## config.mk

```make
export PLATFORM = sky130hd
export DESIGN_NAME = gpib_dma_xfer
export DESIGN_NICKNAME = d
export VERILOG_FILES = /design/src/rtl/gdx_pkg.sv /design/src/rtl/gdx_fifo.sv /design/src/rtl/gdx_bytecnt.sv /design/src/rtl/gpib_dma_xfer.sv
export SDC_FILE = /design/constraint.sdc
export NUM_CORES = 1
export LEC_CHECK = 0
export ABC_AREA = 1
export BUFFER_PORTS_ARGS = -buffer_cell sky130_fd_sc_hd__clkbuf_2
export CAP_MARGIN = 10
export CORE_MARGIN = 8
export CORE_UTILIZATION = 40
export CTS_CLUSTER_SIZE = 28
export DETAILED_ROUTE_END_ITERATION = 12
export PLACE_DENSITY = 0.55
export SLEW_MARGIN = 10
export SYNTH_ARGS = -nofsm -noshare
export SYNTH_HDL_FRONTEND = slang
export SYNTH_SLANG_ARGS = --single-unit
```

## constraint.sdc

```tcl
create_clock -name clk -period 3.9 [get_ports clk]
set_input_delay 0.78 -clock clk [delete_from_list [all_inputs] [get_ports clk]]
set_output_delay 0.78 -clock clk [all_outputs]
set_load 0.02 [all_outputs]
```

## src/rtl/gdx_pkg.sv

```systemverilog
// Shared lane indices for the DMA byte mover.
package gdx_pkg;
    localparam int LANE_A = 0;  // upper byte lane, first in byte order
    localparam int LANE_B = 1;  // lower byte lane, second in byte order
    localparam int NLANE  = 2;
endpackage

```

## src/rtl/gdx_fifo.sv

```systemverilog
// Show-ahead synchronous FIFO for one byte lane.
// Assumes the caller never pushes when full or pops when empty.
module gdx_fifo #(
    parameter int DW    = 8,
    parameter int DEPTH = 16
) (
    input  logic          clk,
    input  logic          rst_n,
    input  logic          push,
    input  logic          pop,
    input  logic [DW-1:0] wdata,
    output logic [DW-1:0] rdata,
    output logic          full,
    output logic          empty
);
    localparam int AW = $clog2(DEPTH);

    logic [DW-1:0] mem [DEPTH];
    logic [AW-1:0] wp, rp;
    logic [AW:0]   cnt;

    // Storage write.
    always_ff @(posedge clk) begin
        if (push) mem[wp] <= wdata;
    end

    // Pointer and occupancy update.
    always_ff @(posedge clk) begin
        if (!rst_n) begin
            wp  <= '0;
            rp  <= '0;
            cnt <= '0;
        end else begin
            if (push) wp <= (wp == AW'(DEPTH-1)) ? '0 : wp + 1'b1;
            if (pop)  rp <= (rp == AW'(DEPTH-1)) ? '0 : rp + 1'b1;
            cnt <= cnt + (AW+1)'(push) - (AW+1)'(pop);
        end
    end

    assign rdata = mem[rp];
    assign full  = (cnt == (AW+1)'(DEPTH));
    assign empty = (cnt == '0);

    AST_NO_OVERFLOW: assert property (@(posedge clk) disable iff (!rst_n) push |-> !full);
    AST_NO_UNDERFLOW: assert property (@(posedge clk) disable iff (!rst_n) pop |-> !empty);
endmodule

```

## src/rtl/gdx_bytecnt.sv

```systemverilog
// Transfer byte counter: load, decrement per completed bus byte, terminal flag.
// Saturates at zero; the terminal flag is set by the decrement that reaches zero.
module gdx_bytecnt #(
    parameter int CNT_W = 32
) (
    input  logic             clk,
    input  logic             rst_n,
    input  logic             load,
    input  logic [CNT_W-1:0] value,
    input  logic             dec,
    output logic [CNT_W-1:0] cnt,
    output logic             last,
    output logic             tc
);
    assign last = (cnt == CNT_W'(1));

    // Count register and terminal flag.
    always_ff @(posedge clk) begin
        if (!rst_n) begin
            cnt <= '0;
            tc  <= 1'b0;
        end else if (load) begin
            cnt <= value;
            tc  <= 1'b0;
        end else if (dec && cnt != '0) begin
            cnt <= cnt - 1'b1;
            if (last) tc <= 1'b1;
        end
    end

    AST_TC_AT_ZERO: assert property (@(posedge clk) disable iff (!rst_n) tc |-> (cnt == '0));
endmodule

```

## src/rtl/gpib_dma_xfer.sv

```systemverilog
// DMA byte mover between a host DMA channel and a byte-wide bus handshake.
// Two lane FIFOs keep byte order A,B,A,B. The counter ends the transfer.
// Assumes the host issues wide accesses only at lane A alignment.
module gpib_dma_xfer #(
    parameter int BYTE_W     = 8,
    parameter int FIFO_DEPTH = 16,
    parameter int CNT_W      = 32
) (
    input  logic                clk,
    input  logic                rst_n,
    input  logic                xfer_en,
    input  logic                dir_talk,
    input  logic                auto_end_en,
    input  logic                holdoff_en,
    input  logic                cnt_load,
    input  logic [CNT_W-1:0]    cnt_value,
    input  logic                stat_clr,
    output logic                drq,
    input  logic                dack_n,
    input  logic                host_wr,
    input  logic                host_rd,
    input  logic                host_wide,
    input  logic [2*BYTE_W-1:0] host_wdata,
    output logic [2*BYTE_W-1:0] host_rdata,
    input  logic                atn,
    output logic                tx_valid,
    output logic [BYTE_W-1:0]   tx_data,
    output logic                tx_end,
    input  logic                tx_done,
    input  logic                rx_valid,
    input  logic [BYTE_W-1:0]   rx_data,
    input  logic                rx_end,
    output logic                rx_ready,
    output logic                irq_done,
    output logic                stat_end
);
    import gdx_pkg::*;

    logic [NLANE-1:0] push, pop, full, empty;
    logic [BYTE_W-1:0] wdat [NLANE];
    logic [BYTE_W-1:0] head [NLANE];
    logic hsel, bsel;
    logic [CNT_W-1:0] cnt_q;
    logic last, tc;
    logic acc_wr, acc_rd, wide_room, wide_avail, tx_take, rx_take, byte_done;
    logic done_q, end_q;

    // Qualified host accesses and lane availability.
    assign acc_wr     = host_wr & ~dack_n & xfer_en &  dir_talk;
    assign acc_rd     = host_rd & ~dack_n & xfer_en & ~dir_talk;
    assign wide_room  = ~full[LANE_A] & ~full[LANE_B];
    assign wide_avail = ~empty[LANE_A] & ~empty[LANE_B];

    // Bus side handshakes.
    assign tx_valid  = xfer_en & dir_talk & ~tc & ~empty[bsel] & ~atn;
    assign tx_data   = head[bsel];
    assign tx_end    = auto_end_en & last;
    assign tx_take   = tx_valid & tx_done;
    assign rx_ready  = xfer_en & ~dir_talk & ~full[bsel] & ~(holdoff_en & tc);
    assign rx_take   = rx_valid & rx_ready;
    assign byte_done = tx_take | rx_take;

    genvar l;
    generate
        for (l = 0; l < NLANE; l++) begin : g_lane
            // Lane write data: upper host byte to lane A on wide writes.
            always_comb begin
                if (!dir_talk)                     wdat[l] = rx_data;
                else if (host_wide && l == LANE_A) wdat[l] = host_wdata[2*BYTE_W-1:BYTE_W];
                else                               wdat[l] = host_wdata[BYTE_W-1:0];
            end
            // Lane push and pop decisions.
            always_comb begin
                if (dir_talk) begin
                    push[l] = acc_wr & (host_wide ? wide_room : (hsel == l[0] && !full[l]));
                    pop[l]  = tx_take & (bsel == l[0]);
                end else begin
                    push[l] = rx_take & (bsel == l[0]);
                    pop[l]  = acc_rd & (host_wide ? wide_avail : (hsel == l[0] && !empty[l]));
                end
            end
            gdx_fifo #(.DW(BYTE_W), .DEPTH(FIFO_DEPTH)) u_fifo (
                .clk(clk), .rst_n(rst_n), .push(push[l]), .pop(pop[l]),
                .wdata(wdat[l]), .rdata(head[l]), .full(full[l]), .empty(empty[l])
            );
        end
    endgenerate

    gdx_bytecnt #(.CNT_W(CNT_W)) u_cnt (
        .clk(clk), .rst_n(rst_n), .load(cnt_load), .value(cnt_value),
        .dec(byte_done), .cnt(cnt_q), .last(last), .tc(tc)
    );

    // Lane selectors: host side advances on narrow accesses, bus side per byte.
    always_ff @(posedge clk) begin
        if (!rst_n) begin
            hsel <= 1'b0;
            bsel <= 1'b0;
        end else begin
            if (!host_wide && (push[hsel] && dir_talk || pop[hsel] && !dir_talk))
                hsel <= ~hsel;
            if (byte_done) bsel <= ~bsel;
        end
    end

    // Host read data and request pacing.
    assign host_rdata = host_wide ? {head[LANE_A], head[LANE_B]}
                                  : {{BYTE_W{1'b0}}, head[hsel]};
    assign drq = dir_talk ? (xfer_en & ~tc & wide_room)
                          : (xfer_en & ~empty[hsel]);

    // Static status bits, cleared only by an explicit write.
    always_ff @(posedge clk) begin
        if (!rst_n) begin
            done_q <= 1'b0;
            end_q  <= 1'b0;
        end else if (stat_clr) begin
            done_q <= 1'b0;
            end_q  <= 1'b0;
        end else begin
            if (byte_done && last) done_q <= 1'b1;
            if (rx_take && rx_end) end_q  <= 1'b1;
        end
    end
    assign irq_done = done_q;
    assign stat_end = end_q;

    AST_END_ONLY_LAST: assert property (@(posedge clk) disable iff (!rst_n) (tx_valid && tx_end) |-> (cnt_q == CNT_W'(1)));
    AST_HOLDOFF: assert property (@(posedge clk) disable iff (!rst_n) (!dir_talk && holdoff_en && tc) |-> !rx_ready);
    AST_DONE_STICKY: assert property (@(posedge clk) disable iff (!rst_n) (irq_done && !stat_clr) |=> irq_done);
    AST_ATN_NO_COUNT: assert property (@(posedge clk) disable iff (!rst_n) (atn && dir_talk && !cnt_load) |=> $stable(cnt_q));
    AST_DRQ_STOP: assert property (@(posedge clk) disable iff (!rst_n) (dir_talk && tc) |-> !drq);
endmodule

```

==> results.md <==
- CTS Buffer Depth: 3
- R2R Path End: g_lane[1].u_fifo.cnt[4]
- CP Data Required Time: 3.12 ns
- Setup crit end kind: output port
- Most frequent cells in the layout: nor2_1, edfxtp_1, nand2_1
- Worst Skew: 0.0202 ns
- Hold crit path type: register to register
- FF-to-FF path depth: 18
- Drt first pass iters: 5
- Starting Density: 0.402
- Async set-reset flop share out of synthesis: 0
- Die H: 209 um
- Post-DR vias/cell: 5.30
- Slew HR: 0.400
- Fmax: 288 MHz
- Fill count: 3518
- Arr. time, crit path: 2.70 ns
- Leak Pwr: 6.45 nW
- Share of cells above drive strength 1: 0.128
- Finish-stage setup viols: 0
- Clock-pin slew on the worst setup and hold paths: 0.06 ns
- Worst r2r src: g_lane[0].u_fifo.cnt[1]
- Worst setup path category: register to output port
- RSZ-0062 raised after global routing: false
- CTS Buf Count: 37
- Worst-Margin Slew: 0.896 ns
- DP HPWL: 27400 um
- Initial antenna violation count: 1
- Hold WS: 0.492 ns
- Flop2flop setup slack: 0.87 ns
- First-pass GRT wire length: 62300 um
- Outcome: finished clean
- Final Max Tran Viols: 0
- Antenna Cells: 0
- CTS resizes: 0
- WL/cell: 18.6 um
- Crit-path max FO: 16
- Routed Antenna Nets: 0
- Mapped cell area: 0.0150 mm2
- Syn avg cell area: 9.71 um2
- Setup tns final: 0 ns
- Crit start category: register
- CTS sink cnt: 327
- Psw: 2.47 mW
- GRT Total Usage: 0.179
- Clk pwr share: 0.376
- Hold_buf cts: 0
- Clock latency on the worst-skew pair: 0.53 ns
- Vias: 11400
- Count of cell types in the netlist: 41
- Number of synthesized flops with an enable pin: 256
- RePlAce Congestion: 0.865
- Commonest non-fill, non-tap cell in the layout: nor2_1
- Max stage delay on crit path: 0.34 ns
- Port bufs: 101
- Routed WL: 39800 um
- Period minus WS final: 3.48 ns
- Cell count after synthesis: 1541
- Pint: 6.27 mW
- Full die area: 0.0439 mm2
- Die W: 209 um
- Syn_nets: 1639
- Vias in the first global route: 11100
- H-tree depth: 2
- Most used cell, CP: inv_1
- Hold Path Cell Cnt: 2
- Fin cells: 2145
- # rows: 71
- Area Overhead vs Synth: 15.0%
- Ys flop type: edfxtp_1
- Root Driver: clkbuf_16
- Sequential Power Share: 0.454
- CP Cell Sequence: inv_1 > buf_4 > o21ai_0 > o221ai_1 > nand3_1 > nand2_1 > inv_1 > o21ai_1 > clkbuf_2
- Nets: 1742
- Switch share: 0.282
- Final Cycle Share: 0.891
- Core Box Area: 0.0372 mm2
- First DRT Iteration DRCs: 766
- Post-CTS setup buffers: 0
- Flops & latches, synth: 327
- CP Buf/Inv Count: 4
- CP top delay family: buffers and inverters
- Synthesis warning total: 0
- Hold Crit Endpoint: irq_done
- Max-cap viol count: 0
- Worst hold start: irq_done
- DRC: 0
- Pwr dens: 508 mW/mm2
- Dpl cells: 2079
- CTS tree: done
- Final hold violations: 0
- Sequential area share after synthesis: 0.609
- Top Ports: 102
- Largest net degree at the start of global routing: 70
- Grt total ovfl: 0
- Maximum VDD drop: 0.275 mV
- Critical path's slowest cell: dfxtp_1
- Comb pwr share: 0.170
through the flow:
step	power, mW	util	setup WS [ns]	area [um2]
after floorplan	5.05	-	0.729	15000
after global placement	5.52	0.432	0.351	16100
after detailed placement	5.53	0.432	0.300	16100
after CTS	8.82	0.462	0.433	17200
after global routing	9.16	0.462	0.278	17200
final	8.74	0.462	0.424	17200
per-layer routing:
metal  track usage  routed length, um  vias to the layer above
met5             0                  9                        -
met1         0.221              17200                     5466
met3        0.0325               1930                       78
met2         0.309              19500                      239
li1              -                  -                     5590
met4        0.0632               1160                        2
synthesized netlist by cell type, drive strengths merged, types with 4 or more instances:
master  count  area share
nand4      15      0.0063
edfxtp    256        0.51
o21ai     197       0.066
o221ai     50       0.029
o211ai     16      0.0080
nand3b      5      0.0025
xor2       13      0.0076
dfxtp      71       0.095
nand2     259       0.066
o21bai      5      0.0025
ha         24       0.020
o22ai       4      0.0017
xnor2       4      0.0023
nor2      276       0.070
a21oi      61       0.021
clkbuf     60       0.015
buf        15      0.0063
nand3      99       0.034
nor3        5      0.0017
inv        91       0.023
or2         6      0.0027
worst reg2reg max path, delay by kind of cell (launching register included):
family | cells | cell delay (ns)
simple gates | 8 | 1.06
fa+ha+maj | 3 | 0.91
compound gates | 4 | 0.37
flops | 1 | 0.35
buf+inv | 3 | 0.29
sequential cells by signal (all words and copies together), names as in the netlist, 8 cells and up, named ones only:
signal	cells
g_lane.u_fifo.mem	256
u_cnt.cnt	32
g_lane.u_fifo.wp	8
g_lane.u_fifo.cnt	10
g_lane.u_fifo.rp	8
final cells by class:
class	instances	area, um2	share of cell area
clock buffers	48	1020	0.0592
repair buffers	139	828	0.0481
flip-flops and latches	327	9110	0.529
clock inverters	18	123	0.00712
multi-input cells	1048	5200	0.302
well taps	474	593	0.0345
inverters	91	342	0.0198
how the worst max path moves through the flow:
stage                               to  slack [ns]  cells past startpoint  startpoint
6_report                 host_rdata[7]        0.42                      9    register
4_1_cts                  host_rdata[5]        0.43                      9    register
5_1_grt                  host_rdata[1]        0.28                      9    register
3_5_place_dp   g_lane[0].u_fifo.cnt[4]        0.30                     16    dir_talk
2_1_floorplan  g_lane[0].u_fifo.cnt[4]        0.73                     15    dir_talk
3_3_place_gp   g_lane[0].u_fifo.cnt[4]        0.35                     16    dir_talk
cells by family (layout without fill, tap and decap cells):
family,count (synthesis),count (layout),share of synthesized area
flip-flops,327,327,0.609
buffers and inverters,166,296,0.0441
XOR/XNOR,17,17,0.00995
AND/OR/NAND/NOR,667,667,0.184
AO/OA/AOI/OAI,338,338,0.131
adder cells (fa/ha/maj),26,26,0.0227
power groups by stage:
stage	Clock, mW	Sequential, mW	Combinational, mW
2_1_floorplan	0	4.01	1.04
3_3_place_gp	0	4.04	1.48
3_5_place_dp	0	4.04	1.49
4_1_cts	3.35	3.97	1.50
5_1_grt	3.49	3.98	1.68
6_report	3.28	3.97	1.49
Note: power is estimated with default switching activity, not from simulation.
